--- src/rtl/rmw_pkg.sv ---
package rmw_pkg;
   typedef enum logic [2:0] {
      ST_IDLE,
      ST_RD_ISSUE,
      ST_RD_WAIT,
      ST_MERGE,
      ST_WR_ISSUE,
      ST_DONE
   } rmw_state_e;
endpackage

--- src/rtl/rmw_lane_merge.sv ---
module rmw_lane_merge #(
   parameter int LANE_W    = 8,
   parameter int NUM_LANES = 8,
   localparam int DATA_W   = LANE_W * NUM_LANES
) (
   input  logic [DATA_W-1:0]    old_q,
   input  logic [DATA_W-1:0]    new_q,
   input  logic [NUM_LANES-1:0] lane_en,
   output logic [DATA_W-1:0]    merged
);
   generate
      for (genvar g = 0; g < NUM_LANES; g++) begin : g_lane
         assign merged[g*LANE_W +: LANE_W] =
            lane_en[g] ? new_q[g*LANE_W +: LANE_W] : old_q[g*LANE_W +: LANE_W];
      end
   endgenerate
endmodule

--- src/rtl/rmw_qbuf.sv ---
module rmw_qbuf #(
   parameter int DATA_W = 64
) (
   input  logic              clk,
   input  logic              rst_n,
   input  logic              ld_req,
   input  logic              ld_rd,
   input  logic              ld_mrg,
   input  logic [DATA_W-1:0] req_data,
   input  logic [DATA_W-1:0] rd_data,
   input  logic [DATA_W-1:0] mrg_data,
   output logic [DATA_W-1:0] work_q,
   output logic [DATA_W-1:0] new_q
);
   always_ff @(posedge clk) begin
      if (!rst_n) begin
         work_q <= '0;
         new_q  <= '0;
      end else begin
         if (ld_req) begin
            work_q <= req_data;
            new_q  <= req_data;
         end else if (ld_rd) begin
            work_q <= rd_data;
         end else if (ld_mrg) begin
            work_q <= mrg_data;
         end
      end
   end
endmodule

--- src/rtl/rmw_ctrl.sv ---
module rmw_ctrl
   import rmw_pkg::*;
#(
   parameter int ADDR_W      = 32,
   parameter int NUM_LANES   = 8,
   parameter bit FULL_BYPASS = 1'b1
) (
   input  logic                 clk,
   input  logic                 rst_n,
   input  logic                 req_valid,
   output logic                 req_ready,
   input  logic [ADDR_W-1:0]    req_addr,
   input  logic [NUM_LANES-1:0] req_be,
   output logic [NUM_LANES-1:0] cap_be,
   output logic                 mem_cmd_valid,
   input  logic                 mem_cmd_ready,
   output logic                 mem_cmd_write,
   output logic [ADDR_W-1:0]    mem_cmd_addr,
   input  logic                 mem_rdata_valid,
   output logic                 wr_done,
   output logic                 ld_req,
   output logic                 ld_rd,
   output logic                 ld_mrg
);
   rmw_state_e st_q, st_d;
   logic [ADDR_W-1:0] addr_q;
   logic mask_none, mask_all, skip_rd;

   assign mask_none = ~|req_be;
   assign mask_all  = &req_be;

   generate
      if (FULL_BYPASS) begin : g_bypass
         assign skip_rd = mask_all;
      end else begin : g_always_rmw
         assign skip_rd = 1'b0;
      end
   endgenerate

   assign req_ready     = (st_q == ST_IDLE);
   assign ld_req        = req_valid && req_ready;
   assign ld_rd         = (st_q == ST_RD_WAIT) && mem_rdata_valid;
   assign ld_mrg        = (st_q == ST_MERGE);
   assign mem_cmd_valid = (st_q == ST_RD_ISSUE) || (st_q == ST_WR_ISSUE);
   assign mem_cmd_write = (st_q == ST_WR_ISSUE);
   assign mem_cmd_addr  = addr_q;
   assign wr_done       = (st_q == ST_DONE);

   always_comb begin
      st_d = st_q;
      unique case (st_q)
         ST_IDLE: begin
            if (ld_req) begin
               if (mask_none)    st_d = ST_DONE;
               else if (skip_rd) st_d = ST_WR_ISSUE;
               else              st_d = ST_RD_ISSUE;
            end
         end
         ST_RD_ISSUE: if (mem_cmd_ready) st_d = ST_RD_WAIT;
         ST_RD_WAIT:  if (mem_rdata_valid) st_d = ST_MERGE;
         ST_MERGE:    st_d = ST_WR_ISSUE;
         ST_WR_ISSUE: if (mem_cmd_ready) st_d = ST_DONE;
         ST_DONE:     st_d = ST_IDLE;
         default:     st_d = ST_IDLE;
      endcase
   end

   always_ff @(posedge clk) begin
      if (!rst_n) begin
         st_q   <= ST_IDLE;
         addr_q <= '0;
         cap_be <= '0;
      end else begin
         st_q <= st_d;
         if (ld_req) begin
            addr_q <= req_addr;
            cap_be <= req_be;
         end
      end
   end

   // Address of the fetch of the running sequence, for the store-back check.
   logic [ADDR_W-1:0] rd_addr_seen;
   logic              rd_seen;
   always_ff @(posedge clk) begin
      if (!rst_n) begin
         rd_addr_seen <= '0;
         rd_seen      <= 1'b0;
      end else if (mem_cmd_valid && mem_cmd_ready && !mem_cmd_write) begin
         rd_addr_seen <= mem_cmd_addr;
         rd_seen      <= 1'b1;
      end else if (wr_done) begin
         rd_seen      <= 1'b0;
      end
   end

   p_wb_addr_r2: assert property (@(posedge clk) disable iff (!rst_n)
      (mem_cmd_valid && mem_cmd_write && rd_seen) |-> (mem_cmd_addr == rd_addr_seen));

   p_busy_r7: assert property (@(posedge clk) disable iff (!rst_n)
      (req_valid && req_ready) |=> !req_ready);

   p_zero_mask_r6: assert property (@(posedge clk) disable iff (!rst_n)
      (req_valid && req_ready && (req_be == '0)) |=> (wr_done && !mem_cmd_valid));

   p_full_mask_r5: assert property (@(posedge clk) disable iff (!rst_n)
      (FULL_BYPASS && req_valid && req_ready && (&req_be)) |=> (mem_cmd_valid && mem_cmd_write));

   p_done_pulse_r8: assert property (@(posedge clk) disable iff (!rst_n)
      wr_done |=> !wr_done);

   p_cmd_hold_r9: assert property (@(posedge clk) disable iff (!rst_n)
      (mem_cmd_valid && !mem_cmd_ready) |=>
         (mem_cmd_valid && $stable(mem_cmd_addr) && $stable(mem_cmd_write)));
endmodule

--- src/rtl/rmw_engine.sv ---
module rmw_engine #(
   parameter int ADDR_W      = 32,
   parameter int LANE_W      = 8,
   parameter int NUM_LANES   = 8,
   parameter bit FULL_BYPASS = 1'b1,
   localparam int DATA_W     = LANE_W * NUM_LANES
) (
   input  logic                 clk,
   input  logic                 rst_n,
   input  logic                 req_valid,
   output logic                 req_ready,
   input  logic [ADDR_W-1:0]    req_addr,
   input  logic [DATA_W-1:0]    req_data,
   input  logic [NUM_LANES-1:0] req_be,
   output logic                 mem_cmd_valid,
   input  logic                 mem_cmd_ready,
   output logic                 mem_cmd_write,
   output logic [ADDR_W-1:0]    mem_cmd_addr,
   output logic [DATA_W-1:0]    mem_wdata,
   input  logic                 mem_rdata_valid,
   input  logic [DATA_W-1:0]    mem_rdata,
   output logic                 wr_done
);
   generate
      if (LANE_W < 1 || NUM_LANES < 1) begin : g_bad_geom
         $error("rmw_engine: lane width and lane count must be positive");
      end
      if (ADDR_W < 1) begin : g_bad_addr
         $error("rmw_engine: address width must be positive");
      end
   endgenerate

   logic [NUM_LANES-1:0] cap_be;
   logic                 ld_req, ld_rd, ld_mrg;
   logic [DATA_W-1:0]    work_q, new_q, merged;

   rmw_ctrl #(
      .ADDR_W      (ADDR_W),
      .NUM_LANES   (NUM_LANES),
      .FULL_BYPASS (FULL_BYPASS)
   ) u_ctrl (
      .clk             (clk),
      .rst_n           (rst_n),
      .req_valid       (req_valid),
      .req_ready       (req_ready),
      .req_addr        (req_addr),
      .req_be          (req_be),
      .cap_be          (cap_be),
      .mem_cmd_valid   (mem_cmd_valid),
      .mem_cmd_ready   (mem_cmd_ready),
      .mem_cmd_write   (mem_cmd_write),
      .mem_cmd_addr    (mem_cmd_addr),
      .mem_rdata_valid (mem_rdata_valid),
      .wr_done         (wr_done),
      .ld_req          (ld_req),
      .ld_rd           (ld_rd),
      .ld_mrg          (ld_mrg)
   );

   rmw_qbuf #(.DATA_W(DATA_W)) u_qbuf (
      .clk      (clk),
      .rst_n    (rst_n),
      .ld_req   (ld_req),
      .ld_rd    (ld_rd),
      .ld_mrg   (ld_mrg),
      .req_data (req_data),
      .rd_data  (mem_rdata),
      .mrg_data (merged),
      .work_q   (work_q),
      .new_q    (new_q)
   );

   rmw_lane_merge #(.LANE_W(LANE_W), .NUM_LANES(NUM_LANES)) u_merge (
      .old_q   (work_q),
      .new_q   (new_q),
      .lane_en (cap_be),
      .merged  (merged)
   );

   assign mem_wdata = work_q;
endmodule

--- config.mk ---
export PLATFORM = sky130hd
export DESIGN_NAME = rmw_engine
export DESIGN_NICKNAME = d
export VERILOG_FILES = /design/src/rtl/rmw_pkg.sv /design/src/rtl/rmw_lane_merge.sv /design/src/rtl/rmw_qbuf.sv /design/src/rtl/rmw_ctrl.sv /design/src/rtl/rmw_engine.sv
export SDC_FILE = /design/constraint.sdc
export NUM_CORES = 1
export LEC_CHECK = 0
export BUFFER_PORTS_ARGS = -buffer_cell sky130_fd_sc_hd__buf_2
export CAP_MARGIN = 15
export CELL_PAD_IN_SITES_DETAIL_PLACEMENT = 2
export CELL_PAD_IN_SITES_GLOBAL_PLACEMENT = 2
export CORE_MARGIN = 2
export CORE_UTILIZATION = 28
export CTS_CLUSTER_SIZE = 8
export DETAILED_ROUTE_END_ITERATION = 6
export HOLD_SLACK_MARGIN = 0.15
export PLACE_DENSITY_LB_ADDON = 0.1
export SYNTH_ARGS = -nofsm -noshare
export SYNTH_HDL_FRONTEND = slang
export SYNTH_SLANG_ARGS = --single-unit
--- constraint.sdc ---
create_clock -name clk -period 1.89 [get_ports clk]
set_clock_uncertainty 0.15 [all_clocks]
set_input_delay 0.378 -clock clk [delete_from_list [all_inputs] [get_ports clk]]
set_output_delay 0.378 -clock clk [all_outputs]
set_load 0.01 [all_outputs]
==> impl_metrics.csv, run 1 <==
group,metric,value,unit
run_status,outcome,"complete, no violations",
detailed_routing,ant_nets,0,
setup_path,cp.arrival,1320,ps
clock_network,worstSkewPairLatency,440,ps
synthesis,ys_seq_area_frac,0.4481,
detailed_routing,firstDrtPassIters,4,
clock_network,clockRootBuffer,"clkbuf_16",
grt,antenna_found_initial,1,
finish,n_antenna_cell,0,
sta,slew_violations,0,
sta,finalSetupViolCount,0,
setup_path,required,1360,ps
floorplanning,core-area,0.02688,sq mm
setup_path,r2r_slack,80,ps
clock_network,clk_pin_slew,70,ps
setup_path,r2r-start,"u_ctrl.st_q[2]$_SDFFE_PN0P_",
finish,final_common_cell,"nand2_1",
sta,rsz0062_at_grt,"yes",
floorplanning,io_pins,273,
synthesis,postSynth.asyncResetShare,0,
detailed_routing,avgRoutedWirePerCell,18.43,um
clock_network,clk_path_buf_depth,2,
worst_hold_path,worstHoldPathCells,4,
setup_path,crit_type,"reg -> out",
clock_network,cts_tree,"done",
grt,grt_pass1_wl,46.82,mm
floorplanning,design.die.area,0.02862,sq mm
setup_path,r2r_cells,5,
clock_network,cts_sinks,171,
placement,dp_hpwl,19.41,mm
setup_path,start_kind,"flip-flop",
finish,syn_to_final_growth,53.00,%
synthesis,ys_ff_latch,171,
synthesis,synth_cell_type_count,33,
pwr,p_per_area,1118,mW/mm^2
synthesis,synthesis.nets,1103,
placement,place_ws,-580.2,ps
detailed_routing,wl,30.80,mm
grt,grt.overflow.total,0,
floorplanning,num_rows,60,
grt,grt_max_degree,79,
run,maxCapViolCount,0,
detailed_routing,drt_iter0_drc,264,
synthesis,yosysWarningCount,0,
pwr,finalPower,13060,uW
finish,final_layout_size_suffix_gt1_frac,0.2880,
grt,grt_util_all_layers,0.2066,
setup_path,worstPathCellList,"buf_6 -> nand2b_4 -> nor2_1 -> buf_4",
sta,clock.fmax,542.1,MHz
placement,gp_congestion,0.7156,
placement,portBuffers,272,
grt,grt_pass1_vias,8837,
setup_path,cp_top_family,"flip-flops",
pwr,leakage,0.004963,uW
synthesis,syn_area,0.007640,sq mm
floorplanning,start_util,0.2843,
detailed_routing,drc,0,
finish,mostFrequentLayoutCells,"nand2_1 (346), buf_2 (267), dfxtp_1 (168), dlygate4sd3_1 (114), a21boi_0 (99)",
setup_path,crit_fanout,8,
synthesis,synth-main-ff-cell,"dfxtp_1",
worst_hold_path,min_to,"u_qbuf.work_q[2]$_SDFFE_PN0P_",
setup_path,reg2reg_to,"u_qbuf.work_q[8]$_SDFFE_PN0P_",
setup_path,crit_path_end_kind,"primary output",
detailed_routing,vias,8103,
sta,final.min_clock_period,1845,ps
synthesis,postSynthAreaPerCell,8.215,sq um
worst_hold_path,hold_start,"mem_rdata[2]",
synthesis,synth-edff-count,0,
sta,relSlewSlack,0.6683,
setup_path,slowest_stage,"dfxtp_4",
pwr,vdd_drop_max,0.5252,mV
finish,nNetsFinal,1492,
setup_path,max_stage_delay,360,ps
setup_path,crit_buf_inv,2,
sta,setup_ws,45.49,ps
sta,tightest_slew,496.4,ps
detailed_routing,vias_per_cell,4.849,
worst_hold_path,hp-class,"in -> reg",
finish,nFillCells,3028,
floorplanning,die_h,169.2,um
clock_network,cts-buffers-inserted,17,
sta,period_share,0.9759,
clock_network,htree_levels,4,
floorplanning,die_x,169.2,um
synthesis,synth_cells,930,
sta,hold_violations,0,
repair_timing:
item | CTS | global route
cloned | 0 | 4
gates resized for setup | 19 | 22
hold endpoints to repair | 136 | 0
setup endpoints to repair | 68 | 74
hold buffers | 114 | 0
pin swaps | 3 | 4
setup buffers | 7 | 9
cells in the mapped netlist, types with 2 or more instances:
cell | n | area share
buf_2 | 12 | 0.0079
nand4_1 | 2 | 0.0016
o21ai_0 | 2 | 0.0013
a21oi_1 | 11 | 0.0072
clkbuf_1 | 38 | 0.019
nand2b_1 | 65 | 0.053
nor4_1 | 2 | 0.0016
nand3_1 | 64 | 0.042
a32o_1 | 64 | 0.084
buf_4 | 15 | 0.015
a21boi_0 | 104 | 0.10
nor3b_1 | 3 | 0.0029
dfxtp_1 | 171 | 0.45
nor2_1 | 5 | 0.0025
nand2_1 | 347 | 0.17
nand2_8 | 8 | 0.021
sequential cells by signal (all words and copies together), names as in the netlist:
register             cells
u_ctrl.cap_be            8
u_ctrl.mem_cmd_addr     32
u_ctrl.st_q              3
u_qbuf.new_q            64
u_qbuf.work_q           64
area by class of cell:
cell class	count	area, sq um	share of cell area
multi-input combinational	691	3985	0.3409
sequential	171	3432	0.2936
clock buffer	18	429.2	0.03672
clock inverter	12	140.1	0.01199
timing repair buffer	437	3272	0.2799
tap	341	426.7	0.03650
inverter	1	3.754	0.0003211
where the power goes:
part           internal [uW]  total (uW)  switching (uW)
clock network           1950        3520            1570
logic                   2220        4900            2680
registers               4270        4640             371
logic make-up after synthesis:
logic type                synth area share
AOI/OAI and AO/OA                   0.2001
xor gates and xnor gates          0.001147
buffers and inverters              0.04487
DFF                                 0.4481
muxes                             0.001310
and+or+nand+nor                     0.3045
worst register-to-register path, delay by kind of cell (launching register included):
family / cells / cell delay, ps
AOI/OAI and AO/OA: 1 / 170
and+or+nand+nor: 2 / 710
DFF: 1 / 380
buffers and inverters: 2 / 350
through the flow:
stage	instances	setup TNS [ps]	hold WS [ps]	instance area (sq um)	utilization
6_report	1671	0	164.7	11690	0.4349
5_1_grt	1671	-34.25	164.6	11690	0.4349
4_1_cts	1658	-2439	150.0	11410	0.4247
3_5_place_dp	1507	-34680	304.6	9575	0.3563
3_3_place_gp	1507	-33230	294.5	9575	0.3563
2_1_floorplan	930	0	293.7	7640	-
routing by layer:
metal  share of wire  vias up  global-route usage
met2            0.51      182              0.3805
met1            0.42     3957              0.2384
li1                -     3941                   -
met3           0.053       21             0.05620
met4           0.011        2             0.04496
met5         0.00036        -                   0
worst max path at each step:
stage / from / end / slack, ps / depth (start not counted)
3_5_place_dp: req_valid / u_qbuf.work_q[29]$_SDFFE_PN0P_ / -580 / 5
5_1_grt: u_ctrl.st_q[2]$_SDFFE_PN0P_ / mem_cmd_valid / -30 / 4
3_3_place_gp: req_valid / u_qbuf.work_q[2]$_SDFFE_PN0P_ / -540 / 5
2_1_floorplan: u_ctrl.st_q[2]$_SDFFE_PN0P_ / u_qbuf.work_q[1]$_SDFFE_PN0P_ / 160 / 6
6_report: u_ctrl.st_q[1]$_SDFFE_PN0P_ / wr_done / 50 / 4
4_1_cts: u_ctrl.st_q[1]$_SDFFE_PN0P_ / u_qbuf.work_q[47]$_SDFFE_PN0P_ / -100 / 5
Note: power is estimated with default switching activity, not from simulation.
==> run 2: changes to the inputs <==
Settings changed: CORE_UTILIZATION 28 to 25.
==> impl_metrics.csv, run 2 (synthesis gave the netlist of run 1 again) <==
group,metric,value,unit
grt,grt_pass1_wl,47.65,mm
grt,grt.overflow.total,0,
worst_hold_path,worstHoldPathCells,4,
detailed_routing,wl,32.40,mm
sta,finalSetupViolCount,3,
run_status,violations,"setup timing",
placement,portBuffers,272,
setup_path,crit_fanout,43,
pwr,vdd_drop_max,0.4964,mV
finish,final_common_cell,"nand2_1",
grt,grt_max_degree,53,
floorplanning,die_h,178.8,um
floorplanning,core-area,0.03035,sq mm
finish,nFillCells,3453,
worst_hold_path,hp-class,"in -> reg",
sta,timing.hold.ws,161.6,ps
sta,clock.fmax,524.4,MHz
clock_network,clockRootBuffer,"clkbuf_16",
pwr,finalPower,13310,uW
detailed_routing,vias_per_cell,4.692,
floorplanning,start_util,0.2517,
detailed_routing,firstDrtPassIters,4,
run_status,outcome,"finished, violations left",
detailed_routing,vias,8187,
grt,antenna_found_initial,3,
run,maxCapViolCount,0,
finish,syn_to_final_growth,56.96,%
clock_network,clk_path_buf_depth,2,
sta,slew_violations,0,
floorplanning,design.die.area,0.03197,sq mm
setup_path,crit_type,"reg -> reg",
setup_path,start_kind,"flip-flop",
setup_path,crit_path_end_kind,"flip-flop",
sta,period_share,1.009,
finish,n_antenna_cell,0,
finish,mostFrequentLayoutCells,"nand2_1 (346), buf_2 (269), dfxtp_1 (168), dlygate4sd3_1 (122), a21boi_0 (103)",
placement,place_ws,-523.3,ps
setup_path,cp.arrival,2070,ps
detailed_routing,drt_iter0_drc,261,
floorplanning,die_x,178.8,um
clock_network,cts_sinks,171,
finish,instances_no_fill,1745,
clock_network,cts-buffers-inserted,17,
detailed_routing,drc,0,
pwr,p_per_area,1110,mW/mm^2
grt,grt_pass1_vias,8791,
clock_network,worstSkewPairLatency,430,ps
pwr,leakage,0.005094,uW
setup_path,required,2060,ps
setup_path,r2r_cells,6,
finish,final_layout_size_suffix_gt1_frac,0.2928,
sta,setup_ws,-16.93,ps
setup_path,worstPathCellList,"buf_6 -> nor3_4 -> and2_4 -> buf_12 -> nand2b_1 -> a32o_1",
setup_path,slowest_stage,"dfxtp_2",
clock_network,cts_tree,"done",
finish,fin_util,0.3951,
grt,grt_util_all_layers,0.1919,
placement,gp_congestion,0.7273,
placement,place_inst,1564,
clock_network,clk_pin_slew,70,ps
finish,nNetsFinal,1509,
floorplanning,num_rows,64,
sta,rsz0062_at_grt,"yes",
sta,hold_violations,0,
floorplanning,io_pins,273,
detailed_routing,ant_nets,0,
clock_network,htree_levels,4,
setup_path,max_stage_delay,340,ps
sta,final.min_clock_period,1907,ps
sta,relSlewSlack,0.6769,
detailed_routing,avgRoutedWirePerCell,18.57,um
sta,tightest_slew,484.7,ps
placement,dp_hpwl,20.19,mm
[run 2: cell types whose count changed in the layout (fill, tap and decap cells not counted), moves of 3 or more]
| cell | previous run | this run |
|---|---|---|
| dlygate4sd3_1 | 114 | 122 |
| clkinvlp_4 | 6 | 0 |
| a21boi_0 | 99 | 103 |
| a21boi_1 | 5 | 1 |
| buf_4 | 24 | 28 |
| clkbuf_16 | 21 | 24 |
[run 2: area by class of cell]
cell class	count	area, sq um	share of cell area
repair buffers	453	3467	0.2891
multi-input cells	692	4030	0.3361
clock buffers	19	432.9	0.03610
inverters	1	3.754	0.0003130
clock inverters	13	130.1	0.01085
flip-flops and latches	171	3432	0.2862
well taps	396	495.5	0.04132
[run 2: what timing repair did]
item,CTS,global route
hold endpoints to repair,140,0
buffers inserted,7,13
resized for setup,25,16
setup endpoints to repair,84,89
pin swaps,3,9
cloned,0,8
hold buffers,122,0
[run 2: routing by layer]
metal | part of all wire | vias to the layer above | global-route usage
met5 | 0.0014 | - | 0
met4 | 0.0072 | 6 | 0.03692
met3 | 0.059 | 20 | 0.05852
met2 | 0.49 | 196 | 0.3348
met1 | 0.44 | 3982 | 0.2329
li1 | - | 3983 | -
[run 2: stage by stage]
step	setup TNS, ps	cell area, sq um
3_5_place_dp	-31100	9638
3_3_place_gp	-28790	9638
6_report	-46.90	11990
5_1_grt	-2006	11990
4_1_cts	-20.89	11580
2_1_floorplan	0	7640
[run 2: report_power, final]
part           total, uW  internal (uW)  switching (uW)
combinational       5180           2360            2810
clock               3480           1750            1720
sequential          4650           4270             387
total              13300           8380            4930
[run 2: worst paths after layout]
| path | end | from | slack (ps) |
|---|---|---|---|
| max | u_qbuf.work_q[22]$_SDFFE_PN0P_ | u_ctrl.st_q[0]$_SDFFE_PN0P_ | -20 |
| min | u_qbuf.work_q[58]$_SDFFE_PN0P_ | mem_rdata[58] | 160 |
| max reg2reg | u_qbuf.work_q[22]$_SDFFE_PN0P_ | u_ctrl.st_q[0]$_SDFFE_PN0P_ | -20 |
| min reg2reg | u_ctrl.mem_cmd_addr[14]$_SDFFE_PN0P_ | u_ctrl.mem_cmd_addr[14]$_SDFFE_PN0P_ | 310 |
[run 2: critical path, delay by kind of cell, from the launching register on]
family                 cells  cell delay (ps)
AND/OR/NAND/NOR            3              620
buffers and inverters      2              390
flip-flops                 1              340
AO/OA/AOI/OAI              1              260
